<file path="config.mk">
export PLATFORM = sky130hd
export DESIGN_NAME = word_unpacker
export DESIGN_NICKNAME = d
export VERILOG_FILES = /design/src/rtl/wu_pkg.sv /design/src/rtl/wu_byte_swap.sv /design/src/rtl/wu_piece_ctrl.sv /design/src/rtl/wu_piece_mux.sv /design/src/rtl/word_unpacker.sv
export SDC_FILE = /design/constraint.sdc
export NUM_CORES = 1
export LEC_CHECK = 0
export CORE_ASPECT_RATIO = 2
export CORE_UTILIZATION = 55
export DETAILED_ROUTE_END_ITERATION = 16
export DONT_BUFFER_PORTS = 1
export PLACE_DENSITY = 0.81
export SYNTH_ARGS = -nofsm -noshare
export SYNTH_HDL_FRONTEND = slang
export SYNTH_HIERARCHICAL = 1
export SYNTH_SLANG_ARGS = --single-unit
</file>
<file path="constraint.sdc">
create_clock -name clk -period 4.1 [get_ports clk]
set_input_delay 0 -clock clk [delete_from_list [all_inputs] [get_ports clk]]
set_output_delay 0 -clock clk [all_outputs]
set_load 0.03 [all_outputs]
</file>
<file path="src/rtl/wu_pkg.sv">
// Shared definitions for the word unpacker.
// Assumes four bytes per word; the swap codes depend on that count.
package wu_pkg;

    localparam int NBYTES = 4;

    typedef enum logic [1:0] {
        SZ_WORD  = 2'b00,
        SZ_HALF  = 2'b01,
        SZ_BYTE  = 2'b10,
        SZ_BYTEB = 2'b11
    } size_e;

    typedef enum logic [1:0] {
        SW_KEEP   = 2'b00,
        SW_REV    = 2'b01,
        SW_HALVES = 2'b10,
        SW_INNER  = 2'b11
    } swap_e;

    // Index of the final piece for a size code.
    function automatic logic [1:0] final_index(input logic [1:0] sz);
        case (sz)
            SZ_WORD: return 2'd0;
            SZ_HALF: return 2'd1;
            default: return 2'd3;
        endcase
    endfunction

endpackage

</file>
<file path="src/rtl/wu_byte_swap.sv">
// Reorders the four bytes of a word according to a 2-bit swap code.
// Purely combinational. Assumes exactly four bytes per word.
module wu_byte_swap #(
    parameter int BYTE_W = 9,
    localparam int WORD_W = wu_pkg::NBYTES * BYTE_W
) (
    input  logic [1:0]        swap_code,
    input  logic [WORD_W-1:0] din,
    output logic [WORD_W-1:0] dout
);
    import wu_pkg::*;

    for (genvar i = 0; i < NBYTES; i++) begin : g_lane
        logic [1:0] src;

        // Pick the source byte for this output lane.
        always_comb begin
            case (swap_e'(swap_code))
                SW_KEEP:   src = 2'(i);
                SW_REV:    src = 2'(NBYTES - 1 - i);
                SW_HALVES: src = 2'(i) ^ 2'b10;
                default:   src = 2'(i) ^ 2'b01;
            endcase
        end

        assign dout[i*BYTE_W +: BYTE_W] = din[int'(src)*BYTE_W +: BYTE_W];
    end

endmodule

</file>
<file path="src/rtl/wu_piece_ctrl.sv">
// Sequences the pieces of the held word and decides when to pop the FIFO.
// Assumes a fall-through FIFO: the head word is valid whenever it is not empty.
module wu_piece_ctrl (
    input  logic       clk,
    input  logic       rst_n,
    input  logic       fifo_empty,
    input  logic [1:0] size_in,
    input  logic       out_ready,
    output logic       hold_valid,
    output logic [1:0] idx,
    output logic [1:0] size_q,
    output logic       load,
    output logic       piece_last
);
    import wu_pkg::*;

    logic accept;
    logic finish;

    // Handshake and pop decisions.
    always_comb begin
        piece_last = (idx == final_index(size_q));
        accept     = hold_valid && out_ready;
        finish     = accept && piece_last;
        load       = (!hold_valid || finish) && !fifo_empty;
    end

    // Holding flag, piece counter and captured size.
    always_ff @(posedge clk) begin
        if (!rst_n) begin
            hold_valid <= 1'b0;
            idx        <= 2'd0;
            size_q     <= 2'd0;
        end else if (load) begin
            hold_valid <= 1'b1;
            idx        <= 2'd0;
            size_q     <= size_in;
        end else if (finish) begin
            hold_valid <= 1'b0;
            idx        <= 2'd0;
        end else if (accept) begin
            idx <= idx + 2'd1;
        end
    end

endmodule

</file>
<file path="src/rtl/wu_piece_mux.sv">
// Selects the current piece of the held word, right-aligned, upper bits zero.
// Purely combinational.
module wu_piece_mux #(
    parameter int BYTE_W = 9,
    localparam int WORD_W = wu_pkg::NBYTES * BYTE_W,
    localparam int HALF_W = WORD_W / 2
) (
    input  logic [1:0]        size_q,
    input  logic [1:0]        idx,
    input  logic [WORD_W-1:0] word,
    output logic [WORD_W-1:0] piece
);
    import wu_pkg::*;

    // Slice by transfer size and piece index.
    always_comb begin
        piece = '0;
        case (size_e'(size_q))
            SZ_WORD: piece = word;
            SZ_HALF: piece[HALF_W-1:0] = idx[0] ? word[WORD_W-1:HALF_W]
                                                : word[HALF_W-1:0];
            default: piece[BYTE_W-1:0] = word[int'(idx)*BYTE_W +: BYTE_W];
        endcase
    end

endmodule

</file>
<file path="src/rtl/word_unpacker.sv">
// Top level: pops FIFO words, reorders their bytes, and sends them as
// one, two or four pieces over a ready/valid port.
// Assumes size_sel/swap_sel are meaningful only in the cycle fifo_rd is high.
module word_unpacker #(
    parameter int BYTE_W = 9,
    localparam int WORD_W = wu_pkg::NBYTES * BYTE_W
) (
    input  logic              clk,
    input  logic              rst_n,
    input  logic [1:0]        size_sel,
    input  logic [1:0]        swap_sel,
    input  logic              fifo_empty,
    input  logic [WORD_W-1:0] fifo_rdata,
    output logic              fifo_rd,
    input  logic              out_ready,
    output logic              out_valid,
    output logic [WORD_W-1:0] out_data,
    output logic              out_last
);
    logic [WORD_W-1:0] swapped;
    logic [WORD_W-1:0] word_q;
    logic              hold_valid;
    logic [1:0]        idx;
    logic [1:0]        size_q;
    logic              load;
    logic              piece_last;

    wu_byte_swap #(.BYTE_W(BYTE_W)) u_swap (
        .swap_code (swap_sel),
        .din       (fifo_rdata),
        .dout      (swapped)
    );

    wu_piece_ctrl u_ctrl (
        .clk        (clk),
        .rst_n      (rst_n),
        .fifo_empty (fifo_empty),
        .size_in    (size_sel),
        .out_ready  (out_ready),
        .hold_valid (hold_valid),
        .idx        (idx),
        .size_q     (size_q),
        .load       (load),
        .piece_last (piece_last)
    );

    // Capture the reordered word on a pop.
    always_ff @(posedge clk) begin
        if (!rst_n)
            word_q <= '0;
        else if (load)
            word_q <= swapped;
    end

    wu_piece_mux #(.BYTE_W(BYTE_W)) u_mux (
        .size_q (size_q),
        .idx    (idx),
        .word   (word_q),
        .piece  (out_data)
    );

    assign fifo_rd   = load;
    assign out_valid = hold_valid;
    assign out_last  = hold_valid && piece_last;

endmodule

</file>
==> run_results.csv, run 1 <==
group,metric,value,unit
run_status,status,"finished clean",
hold_path,hold_path_class,"in -> reg",
finish,fill_cells,542,
route,wire_per_inst,18.6,um
finish,area_growth,2.53,%
logic_synthesis,ys.flop_type,"dfxtp_1",
global_route,grt_util_all_layers,23.6,%
worst_setup_path,r2r_cells,6,
worst_setup_path,critPathKind,"reg -> reg",
timing,rsz0062_at_grt,"false",
timing,min_period,2.76,ns
power,power_leakage,1.33,nW
route,drtIter0Drc,120,
clock_tree,clk_path_buf_depth,2,
timing,worst_slew_pin_slew,1.11,ns
global_route,grt_max_degree,46,
worst_setup_path,worstPathArrival,2.93,ns
worst_setup_path,reg2reg_from,"u_ctrl/size_q[1]",
logic_synthesis,syn_area,0.00351,sq mm
timing,clock.fmax,0.363,GHz
logic_synthesis,ys_seq_area_share,23.4,%
route,ant_nets,0,
clock_tree,cts_sinks,41,
place,pre_cts_slack,1.43,ns
worst_setup_path,cp-start-kind,"flop",
clock_tree,cts_made_buffers,5,
die,core-area,0.00611,sq mm
worst_setup_path,crit_fanout,28,
logic_synthesis,async_reset_ff_share,0,%
finish,fin_nets,378,
run,max_cap_viol_count,0,
logic_synthesis,yosys.cell_count.top_type,"mux2i_1",
worst_setup_path,r2r_slack,1.34,ns
power,ir_worst_vdd,139,uV
worst_setup_path,rr_endpoint,"word_q[25]",
power,p_per_area,355,mW/mm^2
die,die_h,115,um
logic_synthesis,netlist_instances,346,
die,ios,83,
timing,period_share,67.2,%
global_route,antenna_found_initial,0,
place,placed_cell_area,0.00338,sq mm
timing,clock_skew,0.00372,ns
clock_tree,cts_tree,"built",
timing,relSlewSlack,26.1,%
finish,final_core_util,59.0,%
die,start_util,57.5,%
logic_synthesis,synth_edf_count,0,
logic_synthesis,synth_cell_types,43,
power,finalPower,0.00128,W
worst_setup_path,critPathRequiredTime,4.27,ns
place,port_buffers,0,
route,finalWirelength,7720,um
logic_synthesis,yosys_warnings,6,
global_route,grt_pass1_vias,2508,
global_route,grt_first_pass_wirelength,12300,um
logic_synthesis,yosys.area.top_type_share,23.4,%
timing,fin_ws,1.34,ns
logic_synthesis,synth_nets,394,
route,vias,2671,
clock_tree,cts_resized,0,
route,drc_errors,0,
timing,final_hold_viol_count,0,
die,dieArea,0.00673,sq mm
clock_tree,root_buffer,"clkbuf_16",
finish,drive_above_1_share,13.9,%
worst_setup_path,crit_path_end,"word_q[25]",
clock_tree,clock_latency,0.28,ns
logic_synthesis,avgSynthCellArea,10.2,sq um
timing,setup_viol,0,
timing,maxSlewViolCount,0,
place,gp_congestion,0.933,
global_route,gr-total-overflow,0,
route,avgViaCountPerCell,6.45,
logic_synthesis,synthTopCellsByCount,"65 x mux2i_1, 42 x nor2b_1, 41 x dfxtp_1",
clock_tree,clk_pin_slew,0.06,ns
worst_setup_path,cp-startpoint,"u_ctrl/size_q[1]",
die,rows,40,
finish,finalInstanceArea,0.00360,sq mm
route,first_pass_iters,4,
logic_synthesis,ys_seq_elements,41,
finish,num_antenna_cells,0,
worst_setup_path,endpoint_kind,"flop",
timing,setup_tns,0,ns
die,die_w,58.5,um
place,place.detailed.hpwl,5710,um
logic_synthesis,synth_top_area_cell,"dfxtp_1",
logic_synthesis,ys_top_cells_by_area,"dfxtp_1 23%, mux2i_1 19%, mux4_2 12%",
clock_tree,ctsHtreeMaxLevel,2,
state kept, by name, summed over array words and instances (netlist names):
signal / flops
word_q: 36
u_ctrl/size_q: 2
u_ctrl/idx: 2
u_ctrl/hold_valid: 1
routing by layer:
layer,part of all wire [%],GRT usage (%),routed length (um)
met5,0,0,0
met4,2.9,12.5,226
met3,5.3,3.49,412
met2,50,38.9,3890
met1,41,29.1,3190
what timing repair did:
| action | 4_1_cts | 5_1_grt |
|---|---|---|
| buffers inserted | 0 | 0 |
| hold buffers | 5 | 0 |
| hold endpoints to repair | 41 | 0 |
report_power, final:
group	switching (W)	internal, W
clock network	0.000148	0.000282
logic	0.000214	0.000158
registers	0.0000447	0.000434
total	0.000406	0.000874
cell type report:
class | count | area (sq um) | area share [%]
clock buffers | 5 | 125 | 3.47
clock inverters | 2 | 35.0 | 0.973
inverters | 4 | 15.0 | 0.417
multi-input cells | 270 | 2400 | 66.8
flip-flops and latches | 41 | 821 | 22.8
well taps | 84 | 105 | 2.92
repair buffers | 8 | 95.1 | 2.64
through the flow:
stage,hold slack [ns],std cells
final,0.0264,414
after global routing,0.0399,414
after CTS,0.0230,414
after detailed placement,0.132,402
after global placement,0.130,402
after floorplan,0.0531,346
cells by family (layout without fill, tap and decap cells):
family                   after synthesis  after routing  share of synthesized area [%]
AO/OA/AOI/OAI                         50             50                           12.5
XOR/XNOR                               1              1                          0.249
adder cells (fa/ha/maj)                4              4                           1.43
buffers and inverters                 35             19                           8.16
flip-flops                            41             41                           23.4
multiplexers                          85             85                           31.5
AND/OR/NAND/NOR                      130            130                           22.8
how the worst min path moves through the flow:
stage                          start           endpoint  slack [ns]  cells after the start
after floorplan           fifo_empty            fifo_rd        0.05                      1
after global placement         rst_n  u_ctrl/hold_valid        0.13                      1
after detailed placement       rst_n  u_ctrl/hold_valid        0.13                      1
after CTS                 fifo_empty      u_ctrl/idx[0]        0.02                      4
after global routing           rst_n  u_ctrl/hold_valid        0.04                      2
final                     fifo_empty      u_ctrl/idx[0]        0.03                      4
cell usage in the layout, fill, tap and decap left out, types with 5 or more instances in the layout:
cell type,netlist,final
nand2_1,23,23
a211oi_1,8,8
nor4b_1,8,8
a21oi_1,11,11
clkbuf_16,0,5
nor2b_1,42,42
or4b_1,8,8
and3_1,9,9
mux4_2,19,19
o221ai_1,8,8
mux2i_1,65,65
and2_1,20,20
dfxtp_1,41,41
a221oi_2,9,9
a221oi_1,8,8
critical path, cell delays in order, from the launching register on:
cell and delay, ns:
dfxtp_1 0.97, nand4_1 0.19, o211a_1 0.23, nor2_4 0.59
buf_12 0.29, mux2i_1 0.27, nor2b_1 0.07
(Power assumes the default switching activity.)
==> run 2, diff against run 1 <==
--- a/config.mk
+++ b/config.mk
@@ -5,6 +5,7 @@
 export SDC_FILE = /design/constraint.sdc
 export NUM_CORES = 1
 export LEC_CHECK = 0
+export ABC_AREA = 1
 export CORE_ASPECT_RATIO = 2
 export CORE_UTILIZATION = 55
 export DETAILED_ROUTE_END_ITERATION = 16
==> constraint.sdc (replaced) <==
create_clock -name clk -period 2.7 [get_ports clk]
set_input_delay 0 -clock clk [delete_from_list [all_inputs] [get_ports clk]]
set_output_delay 0 -clock clk [all_outputs]
set_load 0.03 [all_outputs]
==> run 2 against run 1 <==
Effect of this change:
- synthesized cell count rose by 110%
- critical path depth rose by 2
- non-clock buffer count rose by 10
- cell count rose by 91%
- sequential share of layout area fell by 2.8 points
- global-route usage barely moved
- worst setup slack got worse by 0.82 ns
- core utilization fell by 0.35 points
- via count rose by 46%
- die area rose by 14%
- first-iteration DRC count rose by 110%
- critical endpoint is now fifo_rd
- largest cell class unchanged
- largest power group is now combinational cells
==> run_results.csv, run 2 <==
group,metric,value,unit
run_status,status,"finished clean",
worst_setup_path,path_common_cell,"nand2_2",
timing,setup_viol,0,
logic_synthesis,ys.flop_type,"dfxtp_1",
clock_tree,cts_sinks,41,
place,gp_congestion,0.892,
die,dieArea,0.00767,sq mm
finish,drive_above_1_share,18.8,%
logic_synthesis,synthSimpleGateAreaFrac,55.3,%
worst_setup_path,endpoint_kind,"output pin",
timing,min_period,2.18,ns
place,place.detailed.hpwl,6680,um
worst_setup_path,critPathRequiredTime,2.70,ns
logic_synthesis,avgSynthCellArea,5.66,sq um
place,place_inst,779,
clock_tree,cts_resized,0,
timing,relSlewSlack,56.3,%
clock_tree,root_buffer,"clkbuf_16",
route,first_pass_iters,4,
power,power_leakage,2.16,nW
timing,worst_slew_pin_slew,0.650,ns
finish,final_core_util,58.6,%
logic_synthesis,synth-xor-area-share,0.436,%
global_route,grt_first_pass_wirelength,14900,um
route,vias,3890,
finish,largest-register,"word_q",
global_route,gr-total-overflow,0,
finish,largest_register_ffs,36,
timing,setup_tns,0,ns
clock_tree,cts_tree,"built",
logic_synthesis,ys_seq_area_share,20.4,%
logic_synthesis,ys_seq_elements,41,
logic_synthesis,ys_top_cells_by_area,"nand2_1 26%, dfxtp_1 20%, nand2_2 9.8%",
logic_synthesis,synth_nets,758,
logic_synthesis,async_reset_ff_share,0,%
logic_synthesis,synth_fa_ha_area_share,1.25,%
timing,period_share,80.6,%
logic_synthesis,netlist_instances,710,
timing,final_hold_viol_count,0,
clock_tree,clk_path_buf_depth,2,
route,wire_per_inst,11.0,um
global_route,grt_max_degree,74,
place,pre_cts_slack,0.731,ns
finish,layout_common_cells,"278 x nand2_1, 92 x inv_1, 64 x nor2_1",
hold_path,hold_path_class,"in -> reg",
clock_tree,cts_made_buffers,5,
logic_synthesis,synth_compound_area_share,3.80,%
power,p_comb_share,34.3,%
power,seq_power_share,33.7,%
power,switching_share,36.8,%
clock_tree,clock_latency,0.28,ns
finish,top_regs,"word_q: 36 flops, u_ctrl/idx: 2 flops, u_ctrl/size_q: 2 flops",
power,ir_worst_vdd,281,uV
die,die_w,62.4,um
logic_synthesis,synth_cell_types,27,
timing,rsz0062_at_grt,"false",
timing,hold_ws,0.0188,ns
timing,maxSlewViolCount,0,
timing,fin_ws,0.525,ns
logic_synthesis,yosys_warnings,6,
logic_synthesis,synth_top_area_cell,"nand2_1",
finish,num_antenna_cells,0,
worst_setup_path,worstPathArrival,2.18,ns
logic_synthesis,muxShareOfSynthArea,0,%
die,start_util,57.4,%
power,p_per_area,519,mW/mm^2
timing,clock.fmax,0.460,GHz
finish,fin_cells,792,
clock_tree,clk_pin_slew,0.06,ns
clock_tree,ctsHtreeMaxLevel,2,
run,max_cap_viol_count,0,
route,drtIter0Drc,253,
logic_synthesis,synth_top_family_by_area,"simple AND/OR/NAND/NOR gates",
worst_setup_path,cp-start-kind,"flop",
logic_synthesis,yosys.cell_count.top_type,"nand2_1",
finish,area_growth,2.12,%
finish,final_common_cell,"nand2_1",
logic_synthesis,yosys.area.top_type_share,26.0,%
global_route,grt_pass1_vias,3544,
worst_setup_path,cp_slowest_cell,"dfxtp_1",
place,port_buffers,0,
timing,clock_skew,0.00547,ns
power,netSwitchingPower,0.000783,W
route,avgViaCountPerCell,4.91,
worst_setup_path,crit_fanout,73,
worst_setup_path,critPathKind,"reg -> out",
die,die_h,123,um
worst_setup_path,critPathMaxStageDelay,0.63,ns
route,ant_nets,0,
worst_setup_path,cp_cell_sequence,"inv_1, o21ai_1, nand4_2, nand2_2, nand2_2, inv_2, buf_12, buf_4",
global_route,grt_util_all_layers,23.6,%
logic_synthesis,synthTopCellsByCount,"278 x nand2_1, 93 x inv_1, 64 x nor2_1",
finish,fill_cells,695,
route,finalWirelength,8750,um
global_route,antenna_found_initial,0,
die,ios,83,
logic_synthesis,synth_edf_count,0,
finish,fin_nets,749,
die,core-area,0.00699,sq mm
route,drc_errors,0,
power,p_clk_share,32.0,%
die,rows,43,
power,internal_power,0.00135,W
logic_synthesis,syn_area,0.00402,sq mm
run 2: cell types whose count changed after synthesis, sizes merged, moves of 24 or more:
cell   change
inv       +95
nand3     +52
nor2b     -42
nor2      +94
mux2i     -65
o21ai     +24
nand2    +319
run 2: cell type report:
cell class	instances	area, sq um	area share, %
Tap cell	90	113	2.75
Inverter	100	383	9.34
Multi-Input combinational cell	535	2440	59.5
Clock buffer	7	143	3.48
Clock inverter	1	30.0	0.732
Timing Repair Buffer	18	170	4.15
Sequential cell	41	821	20.0
run 2: critical path, delay by kind of cell (launching register included):
family,cells,cell delay [ns]
AO/OA/AOI/OAI,1,0.14
AND/OR/NAND/NOR,3,0.38
buffers and inverters,4,0.72
flip-flops,1,0.63
run 2: logic make-up after synthesis:
kind of cell             Yosys count
AO/OA/AOI/OAI                     30
XOR/XNOR                           2
adder cells (fa/ha/maj)            4
buffers and inverters            134
flip-flops                        41
AND/OR/NAND/NOR                  499
run 2: routing by layer:
metal  global-route usage, %  vias up  part of all wire [%]
met1                    26.8     1668                    42
met2                    43.0      130                    51
met4                    10.9        0                   1.6
li1                        -     2081                     -
met5                       0        -                     0
met3                    2.97       11                   4.9
run 2: final timing paths:
| path | to | cells after the start | slack (ns) | from |
|---|---|---|---|---|
| setup / recovery | fifo_rd | 8 | 0.52 | u_ctrl/idx[0] |
| hold / removal | u_ctrl/size_q[0] | 4 | 0.02 | fifo_empty |
| setup reg to reg | word_q[29] | 10 | 0.70 | u_ctrl/idx[0] |
| hold reg to reg | word_q[35] | 2 | 0.49 | word_q[35] |
run 2: power groups by stage:
| stage | logic [W] | clock network (W) | registers (W) |
|---|---|---|---|
| after floorplan | 0.000683 | 0 | 0.000711 |
| after global placement | 0.000695 | 0 | 0.000727 |
| after detailed placement | 0.000711 | 0 | 0.000728 |
| after CTS | 0.000734 | 0.000696 | 0.000716 |
| after global routing | 0.000822 | 0.000721 | 0.000726 |
| final | 0.000730 | 0.000681 | 0.000718 |
run 2: stage by stage:
step                instance area [sq um]  total power, W
detailed placement                   3870         0.00144
floorplan                            4020         0.00139
finish                               4100         0.00213
global route                         4100         0.00227
CTS                                  4100         0.00215
global placement                     3870         0.00142
run 2: what timing repair did:
action,in CTS,in global routing
hold endpoints to repair,41,0
hold buffers,5,0
setup buffers,0,0
endpoints found under the setup margin,0,0
==> run 3, diff against run 2 <==
--- a/config.mk
+++ b/config.mk
@@ -10,7 +10,7 @@
 export CORE_UTILIZATION = 55
 export DETAILED_ROUTE_END_ITERATION = 16
 export DONT_BUFFER_PORTS = 1
-export PLACE_DENSITY = 0.81
+export PLACE_DENSITY = 0.84
 export SYNTH_ARGS = -nofsm -noshare
 export SYNTH_HDL_FRONTEND = slang
 export SYNTH_HIERARCHICAL = 1
==> constraint.sdc (replaced) <==
create_clock -name clk -period 1.88 [get_ports clk]
set_input_delay 0 -clock clk [delete_from_list [all_inputs] [get_ports clk]]
set_output_delay 0 -clock clk [all_outputs]
set_load 0.03 [all_outputs]
==> run 3 against run 2 <==
Effect of this change:
- die area unchanged
- first-iteration DRC count increased by 64%
- power increased by 46%
- hold slack improved by 0.029 ns
- sequential power increased by 43%
- critical endpoint unchanged
- non-clock buffer count increased by 17
- worst setup slack got worse by 0.43 ns
- clock-buffer cell count decreased by 2
==> run_results.csv, run 3 (synthesis results as in run 2) <==
group,metric,value,unit
place,pre_cts_slack,0.123,ns
worst_setup_path,cp-start-kind,"flop",
timing,clock_skew,0.00632,ns
clock_tree,clock_latency,0.28,ns
run,max_cap_viol_count,0,
clock_tree,clk_pin_slew,0.06,ns
timing,worst_slew_pin_slew,0.562,ns
timing,fin_ws,0.0975,ns
global_route,grt_first_pass_wirelength,15900,um
timing,final_hold_viol_count,0,
worst_setup_path,worstPathArrival,1.78,ns
worst_setup_path,crit_path_end,"fifo_rd",
worst_setup_path,reg2reg_from,"u_ctrl/size_q[0]",
route,ant_nets,0,
die,die_w,62.4,um
timing,period_share,94.8,%
worst_setup_path,rr_endpoint,"word_q[31]",
timing,setup_tns,0,ns
global_route,grt_max_degree,40,
run_status,status,"finished clean",
worst_setup_path,cp-startpoint,"u_ctrl/size_q[0]",
power,netSwitchingPower,0.00117,W
die,core-area,0.00699,sq mm
global_route,grt_pass1_vias,3703,
die,dieArea,0.00767,sq mm
finish,largest_register_ffs,36,
power,p_comb_share,36.7,%
clock_tree,cts_sinks,41,
clock_tree,ctsHtreeMaxLevel,2,
clock_tree,root_buffer,"clkbuf_16",
global_route,grt_util_all_layers,25.3,%
timing,relSlewSlack,62.4,%
power,p_clk_share,30.2,%
global_route,antenna_found_initial,0,
power,internal_power,0.00194,W
die,rows,43,
worst_setup_path,critPathRequiredTime,1.88,ns
timing,setup_viol,0,
timing,maxSlewViolCount,0,
route,drc_errors,0,
finish,fin_nets,766,
route,vias,4086,
power,seq_power_share,33.0,%
timing,min_period,1.78,ns
timing,clock.fmax,0.561,GHz
worst_setup_path,crit_fanout,13,
route,wire_per_inst,12.0,um
finish,layout_common_cells,"278 x nand2_1, 92 x inv_1, 64 x nor2_1",
power,p_per_area,728,mW/mm^2
clock_tree,cts_tree,"built",
place,place.detailed.hpwl,7190,um
worst_setup_path,r2r_cells,9,
die,die_h,123,um
finish,num_antenna_cells,0,
power,ir_worst_vdd,413,uV
worst_setup_path,endpoint_kind,"output pin",
timing,rsz0062_at_grt,"false",
finish,top_regs,"word_q: 36 flops, u_ctrl/idx: 2 flops, u_ctrl/size_q: 2 flops",
worst_setup_path,critPathKind,"reg -> out",
finish,final_common_cell,"nand2_1",
worst_setup_path,r2r_slack,0.19,ns
finish,drive_above_1_share,21.2,%
hold_path,hold_path_class,"in -> reg",
power,switching_share,37.7,%
place,port_buffers,0,
route,finalWirelength,9690,um
power,power_leakage,2.26,nW
route,avgViaCountPerCell,5.06,
finish,largest-register,"word_q",
route,first_pass_iters,8,
clock_tree,clk_path_buf_depth,2,
finish,area_growth,6.29,%
clock_tree,cts_made_buffers,5,
die,ios,83,
route,drtIter0Drc,414,
global_route,gr-total-overflow,0,
die,start_util,57.4,%
place,gp_congestion,0.880,
==> run 3: changes by cell type in the layout (fill, tap and decap cells not counted), sizes merged <==
cell	previous run	this run
buf	14	30
clkbuf	7	6
clkinv	1	2
==> run 3: layer usage <==
metal  GRT usage (%)  routed length (um)
met1            28.8                3950
met2            45.4                4970
met3            2.70                 442
met4            13.7                 327
met5               0                   0
==> run 3: timing repair <==
| item | 4_1_cts | 5_1_grt |
|---|---|---|
| pin swaps | 0 | 0 |
| hold buffers | 5 | 0 |
| hold endpoints to repair | 41 | 0 |
| gates resized for setup | 2 | 4 |
| buffers inserted | 0 | 0 |
| gates cloned | 0 | 1 |
| endpoints found under the setup margin | 1 | 2 |
==> run 3: power groups by stage <==
| stage | Combinational (W) | Clock [W] | Sequential [W] |
|---|---|---|---|
| 2_1_floorplan | 0.000981 | 0 | 0.00102 |
| 3_3_place_gp | 0.00105 | 0 | 0.00103 |
| 3_5_place_dp | 0.00108 | 0 | 0.00104 |
| 4_1_cts | 0.00112 | 0.000944 | 0.00102 |
| 5_1_grt | 0.00127 | 0.000978 | 0.00103 |
| 6_report | 0.00114 | 0.000939 | 0.00103 |
==> run 3: how the worst min path moves through the flow <==
stage	slack, ns	from	cells past startpoint	to
floorplan	0.10	fifo_empty	1	u_ctrl/hold_valid
global placement	0.12	fifo_empty	1	u_ctrl/hold_valid
detailed placement	0.12	fifo_empty	1	u_ctrl/hold_valid
CTS	0.03	fifo_empty	3	u_ctrl/size_q[0]
global route	0.06	rst_n	3	word_q[18]
finish	0.05	rst_n	3	word_q[27]
==> run 3: cell type report <==
cell class,instances,area [sq um]
Clock inverter,2,35.0
Clock buffer,5,125
Timing Repair Buffer,35,328
Tap cell,90,113
Fill cell,683,2730
Inverter,100,388
Sequential cell,41,825
Multi-Input combinational cell,535,2450
==> run 3: worst max-delay path, cell delays in order (launching register included) <==
cell     delay (ns)
dfxtp_2        0.36
o21ai_1        0.25
nand4_4        0.17
nand2_4        0.13
nand2_2        0.11
inv_6          0.14
buf_12         0.16
buf_4          0.16
==> run 3: metrics by stage <==
| stage | area (sq um) | std cells | util (%) | hold WS [ns] | total power (W) |
|---|---|---|---|---|---|
| after detailed placement | 4000 | 795 | 57.2 | 0.119 | 0.00212 |
| after global placement | 4000 | 795 | 57.2 | 0.118 | 0.00209 |
| after CTS | 4230 | 807 | 60.4 | 0.0298 | 0.00309 |
| after floorplan | 4020 | 710 | - | 0.101 | 0.00200 |
| final | 4270 | 808 | 61.0 | 0.0476 | 0.00311 |
| after global routing | 4270 | 808 | 61.0 | 0.0579 | 0.00328 |
